[src/rtl/wbuf_pkg.sv]
package wbuf_pkg;
  localparam int WB_DATA_W = 32;
  localparam int WB_TAG_W  = 3;

  typedef enum logic [WB_TAG_W-1:0] {
    TAG_NS_BYTE  = 3'd0,
    TAG_NS_HALF  = 3'd1,
    TAG_NS_WORD  = 3'd2,
    TAG_SEQ_WORD = 3'd3,
    TAG_ADDR     = 3'd4
  } wb_tag_e;

  function automatic logic tag_is_addr(input logic [WB_TAG_W-1:0] t);
    return t[2];
  endfunction

  function automatic logic tag_is_seq(input logic [WB_TAG_W-1:0] t);
    return t == TAG_SEQ_WORD;
  endfunction

  function automatic logic [1:0] tag_size(input logic [WB_TAG_W-1:0] t);
    case (t)
      TAG_NS_BYTE: return 2'd0;
      TAG_NS_HALF: return 2'd1;
      default:     return 2'd2;
    endcase
  endfunction
endpackage

[src/rtl/wbuf_fifo.sv]
module wbuf_fifo #(
  parameter int DEPTH = 16,
  parameter int W     = 35
) (
  input  logic         clk,
  input  logic         rst_n,
  input  logic         push,
  input  logic [W-1:0] push_data,
  input  logic         pop,
  output logic [W-1:0] head,
  output logic         empty,
  output logic         full
);
  localparam int PTR_W = (DEPTH > 1) ? $clog2(DEPTH) : 1;
  localparam logic [PTR_W-1:0] LAST = PTR_W'(DEPTH - 1);

  logic [W-1:0]     mem [DEPTH];
  logic [PTR_W-1:0] wr_q, rd_q;
  logic             empty_q;

  function automatic logic [PTR_W-1:0] bump(input logic [PTR_W-1:0] p);
    return (p == LAST) ? '0 : p + PTR_W'(1);
  endfunction

  always_ff @(posedge clk) begin
    if (push) mem[wr_q] <= push_data;
  end

  always_ff @(posedge clk or negedge rst_n) begin
    if (!rst_n) begin
      wr_q    <= '0;
      rd_q    <= '0;
      empty_q <= 1'b1;
    end else begin
      if (push) wr_q <= bump(wr_q);
      if (pop)  rd_q <= bump(rd_q);
      if (push && !pop)
        empty_q <= 1'b0;
      else if (pop && !push && (bump(rd_q) == wr_q))
        empty_q <= 1'b1;
    end
  end

  assign empty = empty_q;
  assign full  = (wr_q == rd_q) && !empty_q;
  assign head  = mem[rd_q];

  // nothing is written into a full queue
  p_no_overflow_r6: assert property (@(posedge clk) disable iff (!rst_n)
    push |-> !full);
  // a retire never happens on an empty queue
  p_no_underflow_r5: assert property (@(posedge clk) disable iff (!rst_n)
    pop |-> !empty);
endmodule

[src/rtl/wbuf_pacer.sv]
module wbuf_pacer #(
  parameter int RATIO_LOG2   = 1,
  parameter int MAIN_BUS_CYC = 2
) (
  input  logic clk,
  input  logic rst_n,
  input  logic main_done,
  output logic edge_next,
  output logic bus_free
);
  localparam int RATIO  = 1 << RATIO_LOG2;
  localparam int HOLD   = MAIN_BUS_CYC * RATIO;
  localparam int BUSY_W = $clog2(HOLD + 1);
  localparam logic [BUSY_W-1:0] RELOAD = BUSY_W'(HOLD - 1);

  logic [BUSY_W-1:0] busy_q;

  generate
    if (RATIO_LOG2 == 0) begin : g_same_clk
      assign edge_next = 1'b1;
    end else begin : g_div_clk
      logic [RATIO_LOG2-1:0] phase_q;
      always_ff @(posedge clk or negedge rst_n) begin
        if (!rst_n) phase_q <= '0;
        else        phase_q <= phase_q + 1'b1;
      end
      // next cycle lands on a slow-bus edge when the phase wraps
      assign edge_next = &phase_q;
    end
  endgenerate

  always_ff @(posedge clk or negedge rst_n) begin
    if (!rst_n)              busy_q <= '0;
    else if (main_done)      busy_q <= RELOAD;
    else if (busy_q != '0)   busy_q <= busy_q - 1'b1;
  end

  assign bus_free = (busy_q == '0);
endmodule

[src/rtl/wbuf_engine.sv]
module wbuf_engine
  import wbuf_pkg::*;
#(
  parameter int AW = 32,
  parameter int DW = WB_DATA_W
) (
  input  logic                clk,
  input  logic                rst_n,
  input  logic                head_valid,
  input  logic [WB_TAG_W-1:0] head_tag,
  input  logic [DW-1:0]       head_val,
  input  logic                edge_next,
  input  logic                bus_free,
  input  logic                bus_ack,
  input  logic                bus_is_main,
  output logic                pop,
  output logic                main_done,
  output logic                bus_req,
  output logic [AW-1:0]       bus_addr,
  output logic [DW-1:0]       bus_wdata,
  output logic [1:0]          bus_size,
  output logic                bus_seq
);
  logic          req_q;
  logic [AW-1:0] addr_q;
  logic          load_addr, done, issue;
  logic [AW-1:0] step;

  always_comb begin
    load_addr = !req_q && head_valid && tag_is_addr(head_tag);
    done      = req_q && bus_ack;
    issue     = !req_q && head_valid && !tag_is_addr(head_tag) && bus_free &&
                (tag_is_seq(head_tag) || edge_next);
    step      = AW'(1) << tag_size(head_tag);
  end

  always_ff @(posedge clk or negedge rst_n) begin
    if (!rst_n) begin
      req_q  <= 1'b0;
      addr_q <= '0;
    end else begin
      if (issue)     req_q <= 1'b1;
      else if (done) req_q <= 1'b0;
      if (load_addr) addr_q <= AW'(head_val);
      else if (done) addr_q <= addr_q + step;
    end
  end

  assign pop       = done || load_addr;
  assign main_done = done && bus_is_main;
  assign bus_req   = req_q;
  assign bus_addr  = addr_q;
  assign bus_wdata = head_val;
  assign bus_size  = tag_size(head_tag);
  assign bus_seq   = tag_is_seq(head_tag);

  // an outstanding write holds its fields until acknowledged
  p_hold_stable_r5: assert property (@(posedge clk) disable iff (!rst_n)
    bus_req && !bus_ack |=> bus_req && $stable(bus_addr) &&
                            $stable(bus_wdata) && $stable(bus_size));
  // request drops right after the acknowledge
  p_release_r11: assert property (@(posedge clk) disable iff (!rst_n)
    bus_req && bus_ack |=> !bus_req);
endmodule

[src/rtl/wbuf_store_buffer.sv]
module wbuf_store_buffer
  import wbuf_pkg::*;
#(
  parameter int DEPTH        = 16,
  parameter int RATIO_LOG2   = 1,
  parameter int MAIN_BUS_CYC = 2
) (
  input  logic                 clk,
  input  logic                 rst_n,
  input  logic                 push_valid,
  output logic                 push_ready,
  input  logic [WB_TAG_W-1:0]  push_tag,
  input  logic [WB_DATA_W-1:0] push_val,
  input  logic                 drain_req,
  output logic                 drain_done,
  output logic                 bus_req,
  output logic [31:0]          bus_addr,
  output logic [WB_DATA_W-1:0] bus_wdata,
  output logic [1:0]           bus_size,
  output logic                 bus_seq,
  input  logic                 bus_ack,
  input  logic                 bus_is_main
);
  localparam int ENT_W = WB_TAG_W + WB_DATA_W;

  logic             q_empty, q_full, q_push, q_pop;
  logic [ENT_W-1:0] q_head;
  logic             edge_next, bus_free, main_done;

  assign push_ready = !q_full && !drain_req;
  assign q_push     = push_valid && push_ready;
  assign drain_done = drain_req && q_empty && !bus_req;

  wbuf_fifo #(.DEPTH(DEPTH), .W(ENT_W)) u_fifo (
    .clk(clk), .rst_n(rst_n),
    .push(q_push), .push_data({push_tag, push_val}),
    .pop(q_pop), .head(q_head), .empty(q_empty), .full(q_full)
  );

  wbuf_pacer #(.RATIO_LOG2(RATIO_LOG2), .MAIN_BUS_CYC(MAIN_BUS_CYC)) u_pacer (
    .clk(clk), .rst_n(rst_n), .main_done(main_done),
    .edge_next(edge_next), .bus_free(bus_free)
  );

  wbuf_engine #(.AW(32), .DW(WB_DATA_W)) u_engine (
    .clk(clk), .rst_n(rst_n),
    .head_valid(!q_empty),
    .head_tag(q_head[ENT_W-1 -: WB_TAG_W]),
    .head_val(q_head[WB_DATA_W-1:0]),
    .edge_next(edge_next), .bus_free(bus_free),
    .bus_ack(bus_ack), .bus_is_main(bus_is_main),
    .pop(q_pop), .main_done(main_done),
    .bus_req(bus_req), .bus_addr(bus_addr), .bus_wdata(bus_wdata),
    .bus_size(bus_size), .bus_seq(bus_seq)
  );

  // no acceptance while the queue is full
  p_stall_full_r6: assert property (@(posedge clk) disable iff (!rst_n)
    q_full |-> !push_ready);
  // core held off during a flush
  p_drain_hold_r10: assert property (@(posedge clk) disable iff (!rst_n)
    drain_req |-> !push_ready);
  // non-sequential requests start on a slow-bus edge
  p_align_r8: assert property (@(posedge clk) disable iff (!rst_n)
    $rose(bus_req) && !bus_seq |-> $past(edge_next));
  // no new request while main RAM is still occupied
  p_main_gap_r9: assert property (@(posedge clk) disable iff (!rst_n)
    $rose(bus_req) |-> $past(bus_free));
  // an outstanding request always belongs to a data entry
  p_addr_noreq_r3: assert property (@(posedge clk) disable iff (!rst_n)
    bus_req |-> !q_head[ENT_W-1]);
endmodule

[config.mk]
export PLATFORM = sky130hd
export DESIGN_NAME = wbuf_store_buffer
export DESIGN_NICKNAME = d
export VERILOG_FILES = /design/src/rtl/wbuf_pkg.sv /design/src/rtl/wbuf_fifo.sv /design/src/rtl/wbuf_pacer.sv /design/src/rtl/wbuf_engine.sv /design/src/rtl/wbuf_store_buffer.sv
export SDC_FILE = /design/constraint.sdc
export NUM_CORES = 1
export LEC_CHECK = 0
export BUFFER_PORTS_ARGS = -buffer_cell sky130_fd_sc_hd__buf_2
export CAP_MARGIN = 10
export CORE_MARGIN = 2
export CORE_UTILIZATION = 55
export CTS_BUF_LIST = sky130_fd_sc_hd__clkbuf_8 sky130_fd_sc_hd__clkbuf_16
export CTS_CLUSTER_DIAMETER = 30
export DETAILED_ROUTE_END_ITERATION = 7
export PLACE_DENSITY = 0.75
export RECOVER_POWER = 100
export SYNTH_ARGS = -nofsm -noshare
export SYNTH_HDL_FRONTEND = slang
export SYNTH_HIERARCHICAL = 1
export SYNTH_SLANG_ARGS = --single-unit
[constraint.sdc]
create_clock -name clk -period 4.8 [get_ports clk]
set_clock_uncertainty 0.1 [all_clocks]
set_input_delay 0 -clock clk [delete_from_list [all_inputs] [get_ports clk]]
set_output_delay 0 -clock clk [all_outputs]
set_load 0.01 [all_outputs]
==> results.sh, run 1 <==
export IMPL_max_cap_violations=1
export IMPL_drt_wirelength_per_cell_um=27.5
export IMPL_area_delta_synth_final_pct=19.9
export IMPL_first_global_vias=14556
export IMPL_synthTopCellsByCount="560 x edfxtp_1, 142 x mux2i_1, 74 x nand2_1"
export IMPL_swShare=0.344
export IMPL_grt_max_degree=92
export IMPL_yosys_warnings=6
export IMPL_slew_viol_final=47
export IMPL_cts_setup_buffers=0
export IMPL_violations="antenna rules, capacitance limit, slew limit"
export IMPL_grtUsageTotal=0.271
export IMPL_clk_latency_ps=650
export IMPL_finalWorstSetupSlack_ps=339
export IMPL_power_density_mw_per_mm2=686
export IMPL_cts_sinks=606
export IMPL_yosysMostFrequentCell="edfxtp_1"
export IMPL_synth_avg_cell_area_um2=17.8
export IMPL_hold_class="in2reg"
export IMPL_synth_seq_area_share=0.732
export IMPL_fin_crit_sh=0.929
export IMPL_vdd_drop_max_uv=588
export IMPL_synth_enable_flop_cells=560
export IMPL_antenna_found_initial=4
export IMPL_grt_overflow=0
export IMPL_required_ps=4840
export IMPL_ant_nets=1
export IMPL_cts_buffers=104
export IMPL_synth_nets=1432
export IMPL_fmax_mhz=224
export IMPL_seqPwrFrac=0.331
export IMPL_worstSetupPathType="reg2reg"
export IMPL_clockRootBuffer="clkbuf_16"
export IMPL_yosys_cell_types_count=62
export IMPL_cts_tree="done"
export IMPL_rsz0062_at_grt="false"
export IMPL_die_h_um=215
export IMPL_syn_cell_area_mm2=0.0246
export IMPL_p_sw_uw=6950
export IMPL_post_place_ws_ps=738
export IMPL_n_fill_cell=2865
export IMPL_relSlewSlack=-0.788
export IMPL_fin_crit_ps=4460
export IMPL_dp_hpwl_um=35700
export IMPL_async_flop_share=0.0759
export IMPL_yosysTopAreaCell="edfxtp_1"
export IMPL_start_util=0.557
export IMPL_htree_levels=3
export IMPL_drive_gt1_frac=0.188
export IMPL_fin_nets=1622
export IMPL_clkPwrFrac=0.369
export IMPL_crit_fanout=35
export IMPL_outcome="finished with violations"
export IMPL_dr_pass1_iters=6
export IMPL_intPower_uw=13300
export IMPL_ios=111
export IMPL_drt_iter0_drc=2110
export IMPL_yosys_area_top_type_share=0.685
export IMPL_cp_start_kind="flop"
export IMPL_vias=14396
export IMPL_syn_inst=1379
export IMPL_cellLeakagePower_uw=0.0102
export IMPL_crit_arrival_ps=4500
export IMPL_cts_buffer_depth=3
export IMPL_viasPerCell=6.38
export IMPL_port_buffers=110
export IMPL_setup_viol=0
export IMPL_gp_congestion=0.870
export IMPL_setup_tns_ps=0
export IMPL_die_x_um=215
export IMPL_grt_pass1_wl_um=93200
export IMPL_hold_violations=0
export IMPL_cp_end_kind="flop"
export IMPL_ys_ff_latch=606
export IMPL_fp_coreArea_mm2=0.0441
export IMPL_rows=77
export IMPL_dieArea_mm2=0.0464
export IMPL_cts_clk_slew_worst_paths_ps=50
export IMPL_p_comb_frac=0.300
export IMPL_finalWirelength_um=62100
export IMPL_drc_errors=0
export IMPL_ys_flop_type="edfxtp_1"
export IMPL_tightestPinTransition_ps=2680
export IMPL_synthTopCellsByArea="edfxtp_1 68%, mux4_2 6.4%, mux2i_1 5.8%"
-- worst paths after layout --
path	from	endpoint	slack, ps	cells past startpoint
worst min register to register	u_pacer/edge_next	u_pacer/edge_next	320	1
worst max-delay path	u_fifo/rd_q[3]	u_fifo/mem[5][23]	340	10
max in group asynchronous	rst_n	u_fifo/rd_q[0]	2040	2
min in group asynchronous	rst_n	u_fifo/rd_q[1]	660	2
worst max register to register	u_fifo/rd_q[3]	u_fifo/mem[5][23]	340	10
worst min-delay path	bus_ack	u_engine/bus_req	130	3
-- state kept, by name, summed over array words and instances (netlist names) --
name / count
u_pacer/edge_next: 1
u_fifo/empty: 1
u_pacer/busy_q: 3
u_fifo/rd_q: 4
u_fifo/mem: 560
u_fifo/wr_q: 4
u_engine/bus_req: 1
u_engine/bus_addr: 32
-- final cells by class --
cell class,instances,area (um2),share of cell area
Sequential cell,606,18000,0.610
Clock inverter,81,852,0.0289
Timing Repair Buffer,187,1110,0.0377
Clock buffer,113,2750,0.0933
Inverter,15,56.3,0.00191
Multi-Input combinational cell,655,5950,0.202
Tap cell,592,741,0.0252
Antenna cell,6,15.0,0.000510
-- per-stage QoR --
step	instance area (um2)	hold WS, ps	total power (uW)	util	instances
2_1_floorplan	24600	-396	11000	-	1379
3_3_place_gp	25700	150	12700	0.583	2015
3_5_place_dp	25700	155	12800	0.583	2015
4_1_cts	29700	18.0	20300	0.674	2249
5_1_grt	29400	130	20900	0.667	2249
6_report	29400	130	20200	0.667	2255
-- per-layer routing --
metal / routed length, um / GRT usage / share of wire
met4: 1580 / 0.0931 / 0.025
met5: 46 / 0 / 0.00074
met1: 24400 / 0.385 / 0.39
met3: 6810 / 0.0621 / 0.11
met2: 29300 / 0.420 / 0.47
-- critical path, cell delays in order (launching register included) --
cell and delay, ps:
dfrtp_1 910, buf_4 440, xnor2_1 160, nand3_1 90, nor3_1 360, nor3b_2 80
dlygate4sd3_1 570, buf_4 190, nand2_1 350, nor2_4 40, clkbuf_2 620
-- cell families (layout without fill, tap and decap cells) --
logic type                 after synthesis  count (layout)  share of synthesized area
AOI/OAI and AO/OA                      204             204                     0.0590
xor gates and xnor gates                31              31                     0.0111
adders and majority gates               12              12                    0.00642
buffers and inverters                  118             396                     0.0299
DFF                                    606             606                      0.732
muxes                                  214             214                      0.123
other                                    1               7                   0.000153
and+or+nand+nor                        193             193                     0.0390
-- layout by cell type (no fill, tap or decap), types with 9 or more instances in the layout --
| cell | instances |
|---|---|
| nor2_1 | 29 |
| nand3_1 | 17 |
| buf_2 | 13 |
| nand2_1 | 74 |
| dlygate4sd3_1 | 40 |
| clkinv_2 | 13 |
| nor2_4 | 14 |
| xor2_1 | 18 |
| mux2i_1 | 142 |
| mux4_2 | 70 |
| clkinvlp_4 | 13 |
| xnor2_1 | 13 |
| clkbuf_16 | 106 |
| nand4_1 | 14 |
| ha_1 | 11 |
| clkbuf_1 | 105 |
| a22oi_1 | 35 |
| bufinv_16 | 14 |
| inv_1 | 32 |
| a221oi_1 | 70 |
| edfxtp_1 | 560 |
| dfrtp_1 | 43 |
| a21oi_1 | 10 |
| buf_4 | 16 |
| o21ai_0 | 64 |
| clkinv_4 | 9 |
-- power groups by stage --
stage / clock network (uW) / logic [uW] / registers, uW
floorplan: 0 / 4360 / 6630
global placement: 0 / 5920 / 6740
detailed placement: 0 / 6010 / 6760
CTS: 7490 / 6120 / 6680
global route: 7740 / 6440 / 6740
finish: 7460 / 6060 / 6700
-- repair_timing --
| action | CTS | global route |
|---|---|---|
| gates resized for setup | 0 | 0 |
| hold endpoints to repair | 624 | 0 |
| hold buffers | 40 | 0 |
Power figures use the tool's default switching activity.
==> run 2: changes to the inputs <==
- ABC_AREA: default -> 1
- CORE_UTILIZATION: 55 -> 56
- PLACE_DENSITY: 0.75 -> 0.76
==> run 2 against run 1 <==
- hold slack got worse by 87 ps
- register-to-register slack got worse by 50 ps
- sequential cell count unchanged
- the run ends with capacitance limit, slew limit left
- sequential power decreased by 0.7%
- first-iteration DRC count increased by 20%
- largest power group unchanged
- routed wire length increased by 13%
- non-clock buffer count increased by 5
- worst setup slack got worse by 45 ps
- critical path depth decreased by 1
- final cell count increased by 43%
- critical endpoint is now u_fifo/mem[2][23]
- sequential share of layout area decreased by 2.5 points
==> results.sh, run 2 <==
export IMPL_drt_iter0_drc=2533
export IMPL_clockRootBuffer="clkbuf_16"
export IMPL_fin_nets=2589
export IMPL_area_delta_synth_final_pct=18.0
export IMPL_dieArea_mm2=0.0482
export IMPL_dp_hpwl_um=38600
export IMPL_ys_ff_latch=606
export IMPL_violations="capacitance limit, slew limit"
export IMPL_synth_enable_flop_cells=560
export IMPL_syn_cell_area_mm2=0.0260
export IMPL_mostFrequentLayoutCell="nand2_1"
export IMPL_finalWirelength_um=70300
export IMPL_p_comb_frac=0.336
export IMPL_fp_coreArea_mm2=0.0456
export IMPL_ys_flop_type="edfxtp_1"
export IMPL_cts_buffer_depth=3
export IMPL_hold_depth=8
export IMPL_rsz0062_at_grt="false"
export IMPL_start_util=0.571
export IMPL_crit_fanout=30
export IMPL_ctsResizeCount=0
export IMPL_drc_errors=0
export IMPL_yosysMostFrequentCell="nand2_1"
export IMPL_clk_latency_ps=640
export IMPL_min_to="u_fifo/wr_q[2]"
export IMPL_regMostFlops="u_fifo/mem"
export IMPL_setup_viol=0
export IMPL_tightestPinTransition_ps=2740
export IMPL_port_buffers=110
export IMPL_clkPwrFrac=0.347
export IMPL_yosys_area_top_type_share=0.646
export IMPL_die_x_um=220
export IMPL_cts_sinks=606
export IMPL_required_ps=4980
export IMPL_grt_max_degree=96
export IMPL_p_sw_uw=8230
export IMPL_cts_tree="done"
export IMPL_fmax_mhz=222
export IMPL_whs_ps=43.4
export IMPL_cts_hold_buf=41
export IMPL_cts_clk_slew_worst_paths_ps=50
export IMPL_intPower_uw=12800
export IMPL_synth_nets=2446
export IMPL_cp_start_kind="flop"
export IMPL_crit_arrival_ps=4690
export IMPL_max_cap_violations=3
export IMPL_grtUsageTotal=0.294
export IMPL_outcome="finished with violations"
export IMPL_power_density_mw_per_mm2=684
export IMPL_hold_violations=0
export IMPL_cts_setup_buffers=0
export IMPL_ios=111
export IMPL_synth_seq_area_share=0.691
export IMPL_timing_rr_end="u_fifo/mem[2][23]"
export IMPL_synthTopCellsByCount="600 x nand2_1, 560 x edfxtp_1, 247 x nand3_1"
export IMPL_cts_buffers=103
export IMPL_viasPerCell=5.90
export IMPL_drive_gt1_frac=0.104
export IMPL_ant_nets=0
export IMPL_grt_overflow=0
export IMPL_worstSetupPathType="reg2reg"
export IMPL_fin_crit_sh=0.939
export IMPL_synth_avg_cell_area_um2=10.9
export IMPL_vias=19035
export IMPL_die_h_um=220
export IMPL_rows=78
export IMPL_gp_congestion=0.931
export IMPL_yosysTopAreaCell="edfxtp_1"
export IMPL_synthTopCellsByArea="edfxtp_1 65%, nand2_1 8.7%, nand3_1 4.8%"
export IMPL_seqPwrFrac=0.317
export IMPL_relSlewSlack=-0.825
export IMPL_multiInputGateArea_mm2=0.00664
export IMPL_finalWorstSetupSlack_ps=294
export IMPL_drt_wirelength_per_cell_um=21.8
export IMPL_n_fill_cell=3167
export IMPL_fin_util=0.674
export IMPL_cp_end_kind="flop"
export IMPL_vdd_drop_max_uv=456
export IMPL_post_place_ws_ps=795
export IMPL_async_flop_share=0.0759
export IMPL_worstHoldStart="drain_req"
export IMPL_yosys_cell_types_count=40
export IMPL_antenna_found_initial=4
export IMPL_setup_tns_ps=0
export IMPL_seq_area_mm2=0.0180
export IMPL_ff2ff_path_depth=9
export IMPL_syn_inst=2393
export IMPL_grt_pass1_wl_um=106000
export IMPL_yosys_warnings=6
export IMPL_timing_rr_start="u_fifo/rd_q[1]"
export IMPL_fin_crit_ps=4510
export IMPL_final_cells=3224
export IMPL_layout_common_cells="605 x nand2_1, 560 x edfxtp_1, 247 x nand3_1, 209 x nor2_1, 170 x inv_1"
export IMPL_dp_cells=2990
export IMPL_largest_reg_flops=560
export IMPL_slew_viol_final=71
export IMPL_htree_levels=3
export IMPL_reg2reg_setup_slack_ps=290
export IMPL_cellLeakagePower_uw=0.0117
export IMPL_dr_pass1_iters=6
export IMPL_swShare=0.392
export IMPL_hold_class="in2reg"
export IMPL_first_global_vias=18494
export IMPL_diodes=0
[run 2: cell count changes in the layout (fill, tap and decap cells not counted), moves of 127 or more]
cell	before	now
inv_1	32	170
nor2_1	29	209
nand2_1	74	605
mux2i_1	142	0
nand3_1	17	247
a21oi_1	10	137
[run 2: worst max-delay path, cell delays in order (launching register included)]
cell and delay [ps]:
dfrtp_2 760, clkinv_2 580, o2111ai_1 370, nor2_1 70, inv_1 60, nand2_1 70
nor2_2 230, nand2_1 180, nor2_1 1250, buf_6 460
[run 2: per-stage QoR]
step | total power, uW | instance area, um2
floorplan | 11500 | 26000
global placement | 13500 | 27100
detailed placement | 13600 | 27100
CTS | 21000 | 31000
global route | 21900 | 30700
finish | 21000 | 30700
[run 2: cell type report]
type / instances / share of cell area
clock buffers: 105 / 0.0852
clock inverters: 88 / 0.0293
inverters: 171 / 0.0211
flip-flops and latches: 606 / 0.586
well taps: 600 / 0.0245
repair buffers: 192 / 0.0381
multi-input cells: 1462 / 0.216
[run 2: how the worst max path moves through the flow]
stage	start	end	slack, ps	cells after the start
2_1_floorplan	u_fifo/rd_q[0]	u_fifo/mem[10][0]	970	12
3_3_place_gp	u_fifo/rd_q[1]	u_fifo/mem[5][17]	830	9
3_5_place_dp	u_fifo/rd_q[1]	u_fifo/mem[5][17]	790	9
4_1_cts	u_fifo/rd_q[1]	u_fifo/mem[7][1]	350	10
5_1_grt	u_fifo/rd_q[1]	u_fifo/mem[2][34]	30	9
6_report	u_fifo/rd_q[1]	u_fifo/mem[2][23]	290	9
[run 2: kinds of logic (layout without fill, tap and decap cells)]
kind of cell / count (synthesis) / count (layout) / synth area share
AOI/OAI and AO/OA: 331 / 331 / 0.0673
xor gates and xnor gates: 2 / 2 / 0.000673
adders and majority gates: 12 / 12 / 0.00606
buffers and inverters: 325 / 556 / 0.0555
DFF: 606 / 606 / 0.691
other: 1 / 1 / 0.000144
and+or+nand+nor: 1116 / 1116 / 0.180
[run 2: power by group through the flow]
| stage | clock network (uW) | registers (uW) | logic (uW) |
|---|---|---|---|
| after floorplan | 0 | 6600 | 4910 |
| after global placement | 0 | 6710 | 6750 |
| after detailed placement | 0 | 6720 | 6910 |
| after CTS | 7320 | 6630 | 7050 |
| after global routing | 7570 | 6690 | 7650 |
| final | 7280 | 6650 | 7050 |
[run 2: layer usage]
| metal | track usage | part of all wire |
|---|---|---|
| met1 | 0.395 | 0.38 |
| met4 | 0.143 | 0.043 |
| met3 | 0.0606 | 0.11 |
| met2 | 0.462 | 0.46 |
| met5 | 0 | 0.00038 |
